===== src/rtl/xmp_pkg.sv =====
package xmp_pkg;

  typedef enum logic [1:0] {
    HS_IDLE  = 2'd0,
    HS_ADDR  = 2'd1,
    HS_READY = 2'd2
  } hs_t;

  typedef enum logic [2:0] {
    SQ_IDLE = 3'd0,
    SQ_RD1  = 3'd1,
    SQ_RD2  = 3'd2,
    SQ_MG1  = 3'd3,
    SQ_MG2  = 3'd4
  } sq_t;

  // write modes
  localparam logic [15:0] WM_HOLD      = 16'h0018;
  localparam logic [15:0] WM_INC       = 16'h0818;
  localparam logic [15:0] WM_TILE      = 16'h4018;
  localparam logic [15:0] WM_MERGE     = 16'h0418;
  localparam logic [15:0] WM_MERGE_T   = 16'h4418;
  // read modes
  localparam logic [15:0] RM_HOLD      = 16'h0018;
  localparam logic [15:0] RM_INC       = 16'h0818;
  localparam logic [15:0] RM_P32       = 16'h3018;
  localparam logic [15:0] RM_M16       = 16'hA818;
  localparam logic [15:0] RM_M128      = 16'hB818;
  localparam logic [11:0] RM_ROM_TOP   = 12'h080;

endpackage


===== src/rtl/xmp_mode_dec.sv =====
module xmp_mode_dec
  import xmp_pkg::*;
#(
  parameter int AW = 16
) (
  input  logic [15:0]   mode,
  input  logic          is_wr,
  input  logic [AW-1:0] addr,
  output logic          legal,
  output logic          merge,
  output logic          rom,
  output logic [AW-1:0] next_addr
);

  logic [AW-1:0] delta;
  logic [AW-1:0] tile;

  assign tile = addr[0] ? AW'(31) : AW'(1);

  always_comb begin
    legal = 1'b1;
    merge = 1'b0;
    rom   = 1'b0;
    delta = '0;
    if (is_wr) begin
      case (mode)
        WM_HOLD:    delta = '0;
        WM_INC:     delta = AW'(1);
        WM_TILE:    delta = tile;
        WM_MERGE:   merge = 1'b1;
        WM_MERGE_T: begin merge = 1'b1; delta = tile; end
        default:    legal = 1'b0;
      endcase
    end else if (mode[15:4] == RM_ROM_TOP) begin
      rom   = 1'b1;
      delta = AW'(1);
    end else begin
      case (mode)
        RM_HOLD: delta = '0;
        RM_INC:  delta = AW'(1);
        RM_P32:  delta = AW'(32);
        RM_M16:  delta = AW'(0) - AW'(16);
        RM_M128: delta = AW'(0) - AW'(128);
        default: legal = 1'b0;
      endcase
    end
  end

  assign next_addr = addr + delta;

endmodule


===== src/rtl/xmp_handshake.sv =====
module xmp_handshake
  import xmp_pkg::*;
#(
  parameter int AW = 16,
  parameter int DW = 16
) (
  input  logic          clk,
  input  logic          rst,
  input  logic          ctl_wr,
  input  logic [DW-1:0] ctl_data,
  input  logic          acc_hit,
  output hs_t           state,
  output logic [AW-1:0] addr_q,
  output logic [15:0]   mode_q
);

  always_ff @(posedge clk) begin
    if (rst) begin
      state  <= HS_IDLE;
      addr_q <= '0;
      mode_q <= '0;
    end else if (ctl_wr) begin
      if (state == HS_ADDR) begin
        mode_q <= 16'(ctl_data);
        state  <= HS_READY;
      end else begin
        addr_q <= AW'(ctl_data);
        state  <= HS_ADDR;
      end
    end else if (acc_hit) begin
      // consumes a ready pair, or cancels a half-done handshake
      state <= HS_IDLE;
    end
  end

  p_addr_first_r1: assert property (@(posedge clk) disable iff (rst)
    (state == HS_IDLE && ctl_wr) |=> (state == HS_ADDR));

  p_ready_after_addr_r1: assert property (@(posedge clk) disable iff (rst)
    (state == HS_READY && $past(state) != HS_READY) |-> ($past(state) == HS_ADDR));

  p_cancel_half_r9: assert property (@(posedge clk) disable iff (rst)
    (state == HS_ADDR && acc_hit && !ctl_wr) |=> (state == HS_IDLE));

endmodule


===== src/rtl/xmp_cfg_bank.sv =====
module xmp_cfg_bank #(
  parameter int NPORT = 5,
  parameter int AW    = 16,
  parameter int IW    = 3
) (
  input  logic          clk,
  input  logic          rst,
  input  logic          ld_en,
  input  logic [IW-1:0] ld_idx,
  input  logic          ld_wr,
  input  logic [AW-1:0] ld_addr,
  input  logic [15:0]   ld_mode,
  input  logic          st_en,
  input  logic [IW-1:0] st_idx,
  input  logic          st_wr,
  input  logic [AW-1:0] st_addr,
  input  logic [IW-1:0] rd_idx,
  input  logic          rd_wr,
  output logic [AW-1:0] rd_addr,
  output logic [15:0]   rd_mode,
  input  logic [IW-1:0] lu_idx,
  input  logic          lu_wr,
  output logic [AW-1:0] lu_addr
);

  logic [AW-1:0] rcfg_a [NPORT];
  logic [AW-1:0] wcfg_a [NPORT];
  logic [15:0]   rcfg_m [NPORT];
  logic [15:0]   wcfg_m [NPORT];

  for (genvar g = 0; g < NPORT; g++) begin : g_slot
    logic [AW-1:0] ra_q, wa_q;
    logic [15:0]   rm_q, wm_q;
    always_ff @(posedge clk) begin
      if (rst) begin
        ra_q <= '0; wa_q <= '0; rm_q <= '0; wm_q <= '0;
      end else if (ld_en && ld_idx == IW'(g)) begin
        if (ld_wr) begin wa_q <= ld_addr; wm_q <= ld_mode; end
        else       begin ra_q <= ld_addr; rm_q <= ld_mode; end
      end else if (st_en && st_idx == IW'(g)) begin
        if (st_wr) wa_q <= st_addr;
        else       ra_q <= st_addr;
      end
    end
    assign rcfg_a[g] = ra_q;
    assign wcfg_a[g] = wa_q;
    assign rcfg_m[g] = rm_q;
    assign wcfg_m[g] = wm_q;
  end

  always_comb begin
    rd_addr = '0;
    rd_mode = '0;
    lu_addr = '0;
    for (int i = 0; i < NPORT; i++) begin
      if (rd_idx == IW'(i)) begin
        rd_addr = rd_wr ? wcfg_a[i] : rcfg_a[i];
        rd_mode = rd_wr ? wcfg_m[i] : rcfg_m[i];
      end
      if (lu_idx == IW'(i)) lu_addr = lu_wr ? wcfg_a[i] : rcfg_a[i];
    end
  end

endmodule


===== src/rtl/xmem_port.sv =====
module xmem_port
  import xmp_pkg::*;
#(
  parameter int AW    = 16,
  parameter int DW    = 16,
  parameter int HI_W  = 7,
  parameter int NPORT = 5,
  localparam int SW   = $clog2(NPORT + 1)
) (
  input  logic               clk,
  input  logic               rst,
  input  logic [1:0]         route_bits,
  input  logic               req_rd,
  input  logic               req_wr,
  input  logic [SW-1:0]      req_sel,
  input  logic [DW-1:0]      req_wdata,
  output logic               rsp_valid,
  output logic [DW-1:0]      rsp_data,
  output logic               busy,
  output logic [HI_W+AW-1:0] mem_addr,
  output logic               mem_rom,
  output logic               mem_re,
  output logic               mem_we,
  output logic [DW-1:0]      mem_wdata,
  input  logic [DW-1:0]      mem_rdata
);

  localparam int NPLAIN = NPORT - 1;
  localparam int PW     = (NPLAIN > 1) ? $clog2(NPLAIN) : 1;
  localparam int NIB    = DW / 4;

  hs_t           hs_state;
  logic [AW-1:0] hs_addr;
  logic [15:0]   hs_mode;
  logic [AW-1:0] cur_addr, next_addr, lu_addr;
  logic [15:0]   cur_mode;
  logic          legal, merge, rom;
  logic [SW-1:0] lu_idx;
  logic          lu_wr;
  sq_t           sq;
  logic [DW-1:0] hold_q, merged;
  logic [DW-1:0] plain_q [NPLAIN];

  logic take, is_ctl, is_acc, acc_hit, cfg_take, normal, port_on, plain;

  assign take     = (req_rd | req_wr) & ~busy;
  assign is_ctl   = (req_sel == SW'(NPORT));
  assign is_acc   = (req_sel < SW'(NPORT));
  assign acc_hit  = take & is_acc;
  assign cfg_take = acc_hit & (hs_state == HS_READY);
  assign normal   = acc_hit & ~cfg_take;
  assign port_on  = normal & ((req_sel == SW'(NPORT - 1)) | (|route_bits));
  assign plain    = normal & ~port_on;

  xmp_handshake #(.AW(AW), .DW(DW)) u_hs (
    .clk      (clk),
    .rst      (rst),
    .ctl_wr   (take & is_ctl & req_wr),
    .ctl_data (req_wdata),
    .acc_hit  (acc_hit),
    .state    (hs_state),
    .addr_q   (hs_addr),
    .mode_q   (hs_mode)
  );

  xmp_cfg_bank #(.NPORT(NPORT), .AW(AW), .IW(SW)) u_bank (
    .clk     (clk),
    .rst     (rst),
    .ld_en   (cfg_take),
    .ld_idx  (req_sel),
    .ld_wr   (req_wr),
    .ld_addr (hs_addr),
    .ld_mode (hs_mode),
    .st_en   (port_on & legal),
    .st_idx  (req_sel),
    .st_wr   (req_wr),
    .st_addr (next_addr),
    .rd_idx  (req_sel),
    .rd_wr   (req_wr),
    .rd_addr (cur_addr),
    .rd_mode (cur_mode),
    .lu_idx  (lu_idx),
    .lu_wr   (lu_wr),
    .lu_addr (lu_addr)
  );

  xmp_mode_dec #(.AW(AW)) u_dec (
    .mode      (cur_mode),
    .is_wr     (req_wr),
    .addr      (cur_addr),
    .legal     (legal),
    .merge     (merge),
    .rom       (rom),
    .next_addr (next_addr)
  );

  always_comb begin
    merged = mem_rdata;
    for (int i = 0; i < NIB; i++)
      if (|hold_q[4*i +: 4]) merged[4*i +: 4] = hold_q[4*i +: 4];
  end

  always_ff @(posedge clk) begin
    if (rst) begin
      sq        <= SQ_IDLE;
      busy      <= 1'b0;
      rsp_valid <= 1'b0;
      rsp_data  <= '0;
      mem_addr  <= '0;
      mem_rom   <= 1'b0;
      mem_re    <= 1'b0;
      mem_we    <= 1'b0;
      mem_wdata <= '0;
      hold_q    <= '0;
      lu_idx    <= '0;
      lu_wr     <= 1'b0;
      for (int i = 0; i < NPLAIN; i++) plain_q[i] <= '0;
    end else begin
      rsp_valid <= 1'b0;
      mem_re    <= 1'b0;
      mem_we    <= 1'b0;
      if (cfg_take || port_on) begin
        lu_idx <= req_sel;
        lu_wr  <= req_wr;
      end
      case (sq)
        SQ_IDLE: begin
          if (take && !req_wr) begin
            if (is_ctl) begin
              rsp_data  <= DW'(lu_addr);
              rsp_valid <= 1'b1;
            end else if (plain) begin
              rsp_data  <= plain_q[req_sel[PW-1:0]];
              rsp_valid <= 1'b1;
            end else if (port_on && legal) begin
              mem_addr <= {cur_mode[HI_W-1:0], cur_addr};
              mem_rom  <= rom;
              mem_re   <= 1'b1;
              busy     <= 1'b1;
              sq       <= SQ_RD1;
            end else begin
              // configuring access or unsupported mode
              rsp_data  <= '0;
              rsp_valid <= 1'b1;
            end
          end else if (take && req_wr) begin
            if (plain) begin
              plain_q[req_sel[PW-1:0]] <= req_wdata;
            end else if (port_on && legal) begin
              mem_addr <= {cur_mode[HI_W-1:0], cur_addr};
              mem_rom  <= 1'b0;
              if (merge) begin
                hold_q <= req_wdata;
                mem_re <= 1'b1;
                busy   <= 1'b1;
                sq     <= SQ_MG1;
              end else begin
                mem_wdata <= req_wdata;
                mem_we    <= 1'b1;
              end
            end
          end
        end
        SQ_RD1: sq <= SQ_RD2;
        SQ_RD2: begin
          rsp_data  <= mem_rdata;
          rsp_valid <= 1'b1;
          busy      <= 1'b0;
          sq        <= SQ_IDLE;
        end
        SQ_MG1: sq <= SQ_MG2;
        SQ_MG2: begin
          mem_wdata <= merged;
          mem_we    <= 1'b1;
          busy      <= 1'b0;
          sq        <= SQ_IDLE;
        end
        default: sq <= SQ_IDLE;
      endcase
    end
  end

  p_strobe_excl_r12: assert property (@(posedge clk) disable iff (rst)
    !(mem_re && mem_we));

  p_re_single_r12: assert property (@(posedge clk) disable iff (rst)
    mem_re |=> (!mem_re && busy));

  p_plain_quiet_r8: assert property (@(posedge clk) disable iff (rst)
    plain |=> (!mem_re && !mem_we));

  p_cfg_quiet_r1: assert property (@(posedge clk) disable iff (rst)
    cfg_take |=> (!mem_re && !mem_we));

  p_bad_mode_quiet_r11: assert property (@(posedge clk) disable iff (rst)
    (port_on && !legal) |=> (!mem_re && !mem_we));

  p_merge_same_addr_r5: assert property (@(posedge clk) disable iff (rst)
    (sq == SQ_MG2) |=> (mem_we && $stable(mem_addr)));

endmodule


===== config.mk =====
export PLATFORM = sky130hd
export DESIGN_NAME = xmem_port
export DESIGN_NICKNAME = d
export VERILOG_FILES = /design/src/rtl/xmp_pkg.sv /design/src/rtl/xmp_mode_dec.sv /design/src/rtl/xmp_handshake.sv /design/src/rtl/xmp_cfg_bank.sv /design/src/rtl/xmem_port.sv
export SDC_FILE = /design/constraint.sdc
export NUM_CORES = 1
export LEC_CHECK = 0
export ABC_AREA = 1
export BUFFER_PORTS_ARGS = -buffer_cell sky130_fd_sc_hd__buf_2
export CORE_UTILIZATION = 38
export DETAILED_ROUTE_END_ITERATION = 7
export SETUP_SLACK_MARGIN = 0.4
export SKIP_LAST_GASP = 1
export SLEW_MARGIN = 20
export SYNTH_ARGS = -nofsm -noshare
export SYNTH_HDL_FRONTEND = slang
export SYNTH_SLANG_ARGS = --single-unit

===== constraint.sdc =====
create_clock -name clk -period 6.8 [get_ports clk]
set_input_delay 1.02 -clock clk [delete_from_list [all_inputs] [get_ports clk]]
set_output_delay 1.02 -clock clk [all_outputs]
set_load 0.005 [all_outputs]

* Word-level counts from Yosys, hierarchy flattened
Memory sizes are Yosys's and may differ from the RTL's.
Cells that the tools add are included.
** Operators by class
- Bitwise logic cells :: 19
- Add/sub/neg operators :: 1
- Reductions and logical operators :: 69
- Magnitude comparators :: 1
- Multiplexer cells :: 145
- Equal/unequal tests :: 55
** Operator list (number)
- 2-to-1 mux 16 bit :: 66
- 2-to-1 mux 23 bit :: 5
- case mux 16 bit (2 select lines) :: 3
- case mux 16 bit (4 select lines) :: 1
- != test 2 bit, second input constant :: 27
- 2-to-1 mux 1 bit :: 49
- AND reduction 3 bit :: 12
- == test 16 x 15 -> 1 bit, second input constant :: 2
- == test 16 bit, second input constant :: 2
- 2-to-1 mux 3 bit :: 8
- AND reduction 2 bit :: 12
- nonzero test 2 bit :: 10
- == test 3 x 2 -> 1 bit, second input constant :: 6
- AND reduction 6 bit :: 3
- adder 16 bit :: 1
- == test 16 x 11 -> 1 bit, second input constant :: 1
- == test 16 x 12 -> 1 bit, second input constant :: 1
- == test 16 x 14 -> 1 bit, second input constant :: 1
- == test 16 x 5 -> 1 bit, second input constant :: 1
- 2-to-1 mux 4 bit :: 4
- OR reduction 16 bit :: 1
- OR reduction 4 bit :: 4
- logical AND 1 bit :: 13
- == test 12 x 8 -> 1 bit, second input constant :: 1
- other kinds (20) :: 56
** Storage, ports and cells
- Memories kept :: 1
- Output and inout port bits :: 60
- Flip-flop bits (word level) :: 437
- Bits in writable memories :: 64
- Input bits :: 41
- Word-level logic and storage cells :: 326
** Memories
- plain_q :: depth 4, width 16, rd ports 1, clocked after memory_dff 0, write ports 4, line xmem_port.sv:42 : logic [DW-1:0] plain_q [NPLAIN];

* Logic depth before layout (Yosys ltp)
Gate-level depths: netlist of the first run.
- Depth after elaboration :: 17
- Mapped depth :: 31
- Mapped depth without buffers :: 29

* Modules after synthesis
Synthesis of the first run repeated with hierarchy kept, for this count alone.
** Unflattened totals
- Cells, all modules :: 4252
- Area total of the unflattened synthesis :: 27398.8 µm²
** Modules (own cells, without submodules)
- xmp_cfg_bank :: times used 1, area each 17728.3 µm², cells an instance 2893, sequential area each 6406.1 µm²
- xmem_port :: times used 1, area each 6979.2 µm², cells an instance 933, sequential area each 3583.4 µm²
- xmp_handshake :: times used 1, area each 1476.4 µm², cells an instance 218, sequential area each 680.7 µm²
- xmp_mode_dec :: times used 1, area each 1214.9 µm², cells an instance 208, sequential area each 0.0 µm²

* Least setup slack after synthesis of the first run
Ideal clock, no wire load.
- Path type :: input to register
- Start :: input req_sel[1]
- End :: register u_bank.g_slot[2].ra_q[12]
- Data required time :: 6.690 ns
- Stages on the path :: 25
- Library setup time :: 0.110 ns
- Path buffers :: 2
- Arrival time :: 4.844 ns
- Setup slack :: 1.846 ns
- Cell sequence :: buf_4 -> inv_4 -> nand2_8 -> nor2_8 -> buf_4 -> nand3_1 -> o21ai_1 -> inv_1 -> nor2_1 -> nand3_1 -> nor2_2 -> inv_1 -> nor2_1 -> nand3_1 -> nor3b_1 -> ha_1 -> a21oi_1 -> o21ai_0 -> a21boi_0 -> o21ai_0 -> xor2_1 -> a21boi_0 -> nand4_1 -> nand2_1 -> nor2_1
** On the way
- Cells in the longest elaborated chain, start to end :: 15
- Elaborated cells on any way between the ends :: 54
- Those cells by class :: add/sub (1); order compare (1); eq/ne (15); mux (22); bitwise (7); reduce/logical (8)
** RTL lines
- start: declaration :: line xmem_port.sv:15 : input logic [SW-1:0] req_sel,
- parallel branches: the longest is 15 deep, another holds adder 16 bit
- end signal: assignment :: line xmp_cfg_bank.sv:39 : else begin ra_q <= ld_addr; rm_q <= ld_mode; end
- end signal: assignment :: line xmp_cfg_bank.sv:42 : else ra_q <= st_addr;
- end: declaration :: line xmp_cfg_bank.sv:32 : logic [AW-1:0] ra_q, wa_q;
Parallel ways; which one is timed is not known. The select of a mux whose other input is x is not followed.
A chain may end at the register's enable or synchronous reset.

* Worst setup path in the final report of the first run
Same ends and word-level chain as after synthesis.

==> flow_summary.yaml, run 1 <==
layout:
  area_growth_pct: 10.9
  antenna_cells: 0
  nFillCells: 7331
  drive_above_1_share_pct: 8.13
  stdcell_area_um2: 29500
  fin_nets: 4068
power:
  peakVddDrop_mv: 0.197
  intPower_mw: 5.04
  clkPwrFrac_pct: 48.1
  switching_share_pct: 25.4
  p_leak_nw: 13.6
  power_mw: 6.75
  p_seq_share_pct: 45.3
  power_density_nw_per_um2: 229
  p_comb_share_pct: 6.7
  power_switching_mw: 1.71
clock_network:
  clk-insertion-delay-late_ns: 0.64
  cts_htree_levels: 2
  cts_tree: "done"
  clkTransAtPathRegs_ns: 0.06
  numCtsBuffers: 57
  cts_setup_buffers: 0
  cts_buffer_depth: 3
  cts.sinks: 501
  postCtsHoldBufs: 0
  cts_resized: 0
  cts-root-buf: "clkbuf_16"
synth:
  seq_area_frac_synth_pct: 40.1
  synth_top_area_share_pct: 32.9
  yosysMostFrequentCell: "nand2_1"
  ys_async_sr_fraction_pct: 0
  synth.avg_cell_area_um2: 6.55
  synth_common_cells: "nand2_1 (1072), nor2_1 (755), dfxtp_1 (437)"
  synth_nets: 4119
  yosys_warnings: 0
  yosys-top-cells-area: "dfxtp_1 (33%), nand2_1 (15%), nor2_1 (11%), o21ai_0 (8.1%), edfxtp_1 (7.2%)"
  netlist_area_um2: 26600
  ys.flop_type: "dfxtp_1"
  synth_seq_cells: 501
  yosysUniqueCellTypes: 60
  synth_edf_count: 64
  yosysTopAreaCell: "dfxtp_1"
  syn_inst: 4062
job:
  drv_cap: 0
worst_setup_path:
  reg2regPathDepth: 24
  regToRegSetupSlack_ns: 2.13
  critPathArrivalTime_ns: 6.07
  crit_required_ns: 7.38
  reg2reg_from: "u_bank.g_slot[1].wm_q[6]$_SDFFE_PP0P_"
  crit_path_end_kind: "flop"
  criticalPathCategory: "in2reg"
  start_kind: "input pin"
  reg2reg_to: "u_bank.g_slot[2].ra_q[12]$_SDFFE_PP0P_"
  crit_fanout: 26
drt:
  drt_iter0_drc: 3198
  vias: 26500
  drt_first_pass_iters: 5
  wl_um: 96800
  route.detailed.drc: 0
  wire_per_inst_um: 19.4
  vias_per_cell: 5.30
  antenna_left: 0
hold_path:
  hp-start: "mem_addr[21]$_SDFFE_PP0P_"
  worstHoldPathCells: 2
  hold-path-endpoint: "mem_addr[21]$_SDFFE_PP0P_"
  hp-class: "reg2reg"
floorplan:
  io_pins: 101
  die_h_um: 267
  start_util_pct: 38.6
  die_w_um: 267
  core_um2: 68900
  die_area_um2: 71100
  num_rows: 96
place:
  gp_congestion: 0.947
  dpl_cell_area_um2: 27600
  dp_hpwl_um: 63600
  portBuffers: 100
global_routing:
  grt_pass1_wl_um: 146000
  grt_use_total_pct: 26.7
  grt_overflow: 0
  grt_max_degree: 210
  antenna_found_initial: 0
  first_global_vias: 23600
timing:
  rsz0062_at_grt: "no"
  fin_crit_ns: 5.48
  max_slew.worst_pin.slew_ns: 1.22
  max_freq_mhz: 182
  relSlewSlack_pct: 18.3
  finalHoldViolations: 0
  timing.setup.tns_ns: 0
  skew_ns: 0.0325
  setup_viol: 0
  finalMaxSlewViolations: 0
  fin_crit_sh_pct: 80.6
outcome:
  status: "finished clean"
cells by family (layout without fill, tap and decap cells):
family | Yosys count | after routing | share of synthesized area, %
AND/OR/NAND/NOR | 2146 | 2146 | 33.4
flip-flops | 501 | 501 | 40.1
buffers and inverters | 653 | 648 | 10.3
XOR/XNOR | 12 | 12 | 0.395
adder cells (fa/ha/maj) | 16 | 16 | 0.781
AO/OA/AOI/OAI | 734 | 734 | 15.1
power groups by stage:
stage	clock network, mW	registers (mW)	logic [mW]
after floorplan	0	3.10	0.288
after global placement	0	3.12	0.440
after detailed placement	0	3.12	0.441
after CTS	3.29	3.06	0.441
after global routing	3.40	3.06	0.483
final	3.25	3.06	0.450
area by class of cell:
class / count / area [µm²] / share of cell area (%)
flip-flops and latches: 501 / 10700 / 36.2
clock buffers: 79 / 1640 / 5.56
clock inverters: 26 / 310 / 1.05
well taps: 931 / 1160 / 3.95
repair buffers: 157 / 1000 / 3.39
inverters: 386 / 1470 / 4.98
multi-input cells: 2908 / 13200 / 44.9
state kept, by name (all words and copies together), names as in the netlist:
register and count:
u_hs.mode_q 16, u_hs.addr_q 16, plain_q 64, mem_wdata 16
u_bank.g_slot.rm_q 80, mem_we 1, u_hs.state 2, mem_addr 23
sq 3, mem_rom 1, u_bank.g_slot.wm_q 80, rsp_data 16
lu_wr 1, mem_re 1, hold_q 16, u_bank.g_slot.wa_q 80
rsp_valid 1, lu_idx 3, u_bank.g_slot.ra_q 80, busy 1
worst max path at each step:
stage / from / to / slack, ns / cells past startpoint
6_report: req_sel[1] / u_bank.g_slot[2].ra_q[12]$_SDFFE_PP0P_ / 1.32 / 27
5_1_grt: req_sel[1] / u_bank.g_slot[2].ra_q[12]$_SDFFE_PP0P_ / 0.80 / 26
4_1_cts: req_sel[2] / u_bank.g_slot[2].ra_q[12]$_SDFFE_PP0P_ / 1.42 / 23
3_5_place_dp: req_sel[2] / u_bank.g_slot[2].ra_q[12]$_SDFFE_PP0P_ / 0.75 / 23
3_3_place_gp: req_sel[2] / u_bank.g_slot[2].ra_q[12]$_SDFFE_PP0P_ / 0.85 / 23
2_1_floorplan: req_sel[1] / u_bank.g_slot[2].ra_q[12]$_SDFFE_PP0P_ / 1.85 / 25
metrics by stage:
step	hold slack, ns	utilization (%)	setup slack, ns	instances
finish	0.437	42.8	1.32	4988
global route	0.458	42.8	0.801	4988
CTS	0.440	42.8	1.42	4988
detailed placement	0.430	40.0	0.753	4883
global placement	0.427	40.0	0.849	4883
floorplan	0.424	-	1.85	4062
worst max-delay path, cell delays in order:
cell and delay (ns):
buf_2 0.25, inv_4 0.17, nand2_8 0.26, nor2_8 0.11, inv_4 0.32, nand2_1 0.09, o21ai_1 0.15, buf_4 0.15
inv_1 0.04, nor2_1 0.11, nand3_1 0.10, nor2_2 0.19, inv_1 0.09, o311ai_0 0.36, ha_1 0.28, inv_1 0.07
fa_1 0.43, inv_1 0.09, a21oi_1 0.13, o21ai_0 0.29, a21boi_0 0.21, o21ai_0 0.25, xor2_1 0.40, a21boi_0 0.20
nand4_1 0.13, nand2_1 0.06, nor2_1 0.11
routing by layer:
metal	track usage (%)	vias to the layer above	part of all wire [%]
met4	13.3	0	5.0
li1	-	12900	-
met5	0	-	0
met3	3.28	209	7.2
met2	42.2	1072	45
met1	35.7	12300	43
layout by cell type, fill, tap and decap left out, types with 15 or more instances in the layout:
master / synthesis / final
a21oi_1: 171 / 171
buf_2: 53 / 99
buf_4: 12 / 52
clkbuf_16: 0 / 58
dfxtp_1: 437 / 436
edfxtp_1: 64 / 64
ha_1: 15 / 15
inv_1: 360 / 360
inv_2: 19 / 18
nand2_1: 1072 / 1072
nand3_1: 147 / 147
nand4_1: 97 / 97
nor2_1: 755 / 750
nor2_2: 11 / 15
o2111ai_1: 16 / 16
o211ai_1: 32 / 32
o21ai_0: 430 / 429
o21ai_1: 17 / 18
No activity file was read; power rests on OpenSTA's default activity.
==> run 2, diff against run 1 <==
ABC_AREA = 0   (was 1)
clock period = 5.7 ns   (was 6.8 ns; I/O delays follow)
==> flow_summary.yaml, run 2 <==
outcome:
  status: "finished clean"
synth:
  yosysUniqueCellTypes: 90
  synth_common_cells: "nand2_1 (512), a21oi_1 (442), dfxtp_1 (437)"
  synth-simple-area-share_pct: 19.0
  synthMuxAreaShare_pct: 12.8
  synthXorXnorAreaFrac_pct: 0.379
  ys_async_sr_fraction_pct: 0
  ys.flop_type: "dfxtp_1"
  synth_seq_cells: 501
  synth-compound-area-share_pct: 19.9
  synth_top_area_share_pct: 34.4
  yosysTopAreaCell: "dfxtp_1"
  yosysMostFrequentCell: "nand2_1"
  netlist_area_um2: 25400
  yosys-top-cells-area: "dfxtp_1 (34%), a21oi_1 (8.7%), mux2i_1 (7.7%), edfxtp_1 (7.6%), nand2_1 (7.6%)"
  yosys_warnings: 0
  seq_area_frac_synth_pct: 41.9
  synth.avg_cell_area_um2: 8.49
  synth_nets: 3056
  syn_inst: 2999
  synth_edf_count: 64
  synth_top_family_by_area: "compound AO/OA/AOI/OAI gates"
  synth_fa_ha_area_share_pct: 0.816
layout:
  antenna_cells: 0
  drive_above_1_share_pct: 14.9
  final-instance-count-excl-fill: 3922
  utilization_pct: 43.5
  fin_nets: 3072
  stdcell_area_um2: 28700
  area_growth_pct: 12.7
  final_common_cell: "nand2_1"
  layout_common_cells: "nand2_1 (512), a21oi_1 (441), dfxtp_1 (436)"
timing:
  max_slew.worst_pin.slew_ns: 1.12
  rsz0062_at_grt: "no"
  fin_ws_ns: 0.576
  whs_ns: 0.451
  fin_crit_sh_pct: 89.9
  fin_crit_ns: 5.12
  relSlewSlack_pct: 24.8
  timing.setup.tns_ns: 0
  finalHoldViolations: 0
  skew_ns: 0.0243
  max_freq_mhz: 195
  finalMaxSlewViolations: 0
  setup_viol: 0
power:
  p_seq_share_pct: 47.4
  power_switching_mw: 1.90
  switching_share_pct: 24.9
  power_mw: 7.64
  p_leak_nw: 9.71
  p_comb_share_pct: 7.0
  clkPwrFrac_pct: 45.5
  peakVddDrop_mv: 0.247
  power_density_nw_per_um2: 266
  intPower_mw: 5.74
global_routing:
  grt_max_degree: 114
  grt_overflow: 0
  grt_pass1_wl_um: 137000
  first_global_vias: 21500
  antenna_found_initial: 1
  grt_use_total_pct: 26.5
hold_path:
  hp-class: "reg2reg"
floorplan:
  die_w_um: 261
  die_area_um2: 68000
  start_util_pct: 38.6
  io_pins: 101
  core_um2: 66000
  num_rows: 94
  die_h_um: 261
worst_setup_path:
  critPathArrivalTime_ns: 5.65
  crit_fanout: 18
  crit_required_ns: 6.22
  start_kind: "input pin"
  criticalPathCategory: "in2reg"
  crit_path_end_kind: "flop"
job:
  drv_cap: 0
clock_network:
  cts_resized: 0
  cts_htree_levels: 2
  cts-root-buf: "clkbuf_16"
  clkTransAtPathRegs_ns: 0.06
  cts.sinks: 501
  cts_tree: "done"
  clk-insertion-delay-late_ns: 0.63
  postCtsHoldBufs: 0
  cts_buffer_depth: 3
  cts_setup_buffers: 0
  numCtsBuffers: 53
drt:
  antenna_left: 0
  vias: 23000
  drt_first_pass_iters: 5
  wire_per_inst_um: 23.4
  drt_iter0_drc: 2350
  vias_per_cell: 5.86
  route.detailed.drc: 0
  wl_um: 91900
place:
  dpl.cell_count: 3823
  portBuffers: 100
  dp_hpwl_um: 59500
  dpl_cell_area_um2: 26900
  gp_congestion: 0.917
  dp_slack_ns: 0.0417
-- run 2: cell types whose count changed after synthesis, moves of 44 or more --
cell and delta:
mux2i_1 +196, a211oi_1 +44, nor3_1 +82, nand4_1 -72, a21oi_1 +271, nand2_1 -560
nor2_1 -505, nand3_1 -85, mux4_2 +47, inv_1 -321, o21ai_0 -325
-- run 2: final timing paths --
| path | start | end | slack, ns | cells past startpoint |
|---|---|---|---|---|
| setup / recovery | req_sel[0] | u_bank.g_slot[4].ra_q[14]$_SDFFE_PP0P_ | 0.58 | 23 |
| hold / removal | u_bank.g_slot[0].rm_q[1]$_SDFFE_PP0P_ | u_bank.g_slot[0].rm_q[1]$_SDFFE_PP0P_ | 0.45 | 2 |
| setup reg to reg | u_bank.g_slot[4].rm_q[8]$_SDFFE_PP0P_ | u_bank.g_slot[4].ra_q[14]$_SDFFE_PP0P_ | 1.05 | 21 |
| hold reg to reg | u_bank.g_slot[0].rm_q[1]$_SDFFE_PP0P_ | u_bank.g_slot[0].rm_q[1]$_SDFFE_PP0P_ | 0.45 | 2 |
-- run 2: kinds of logic after synthesis --
logic type,Yosys count
flip-flops,501
multiplexers,265
AND/OR/NAND/NOR,1092
buffers and inverters,293
AO/OA/AOI/OAI,821
adder cells (fa/ha/maj),16
XOR/XNOR,11
-- run 2: final cells by class --
class / instances / area, µm²
clock inverter: 13 / 119
sequential: 501 / 10700
multi-input combinational: 2205 / 13600
clock buffer: 85 / 1610
tap: 864 / 1080
inverter: 41 / 154
timing repair buffer: 213 / 1460
fill: 6592 / 37300
-- run 2: metal layers --
metal  global-route usage [%]  vias up  wire length (µm)
met3                     4.23      222              6970
met5                        0        -                 0
li1                         -    10700                 -
met4                     12.3        0              4070
met2                     42.9     1001             43000
met1                     34.5    11000             37900
-- run 2: worst max-delay path: stages --
cell and delay (ns):
buf_4 0.26, or2_0 0.37, buf_4 0.27, a21oi_1 0.07, o211ai_1 0.28, o221ai_1 0.28
buf_4 0.25, nor3_1 0.32, nand4_1 0.17, o31ai_1 0.10, ha_1 0.28, inv_1 0.08
fa_1 0.44, nor2b_1 0.18, o31a_1 0.17, o211ai_1 0.14, nand3_1 0.12, a31o_2 0.16
a21oi_1 0.07, xor2_1 0.16, buf_4 0.17, o21a_1 0.20, a311oi_1 0.25
-- run 2: power groups by stage --
stage | sequential (mW) | combinational (mW) | clock [mW]
global route | 3.62 | 0.559 | 3.66
finish | 3.62 | 0.538 | 3.48
floorplan | 3.68 | 0.327 | 0
detailed placement | 3.70 | 0.523 | 0
CTS | 3.62 | 0.524 | 3.53
global placement | 3.70 | 0.521 | 0
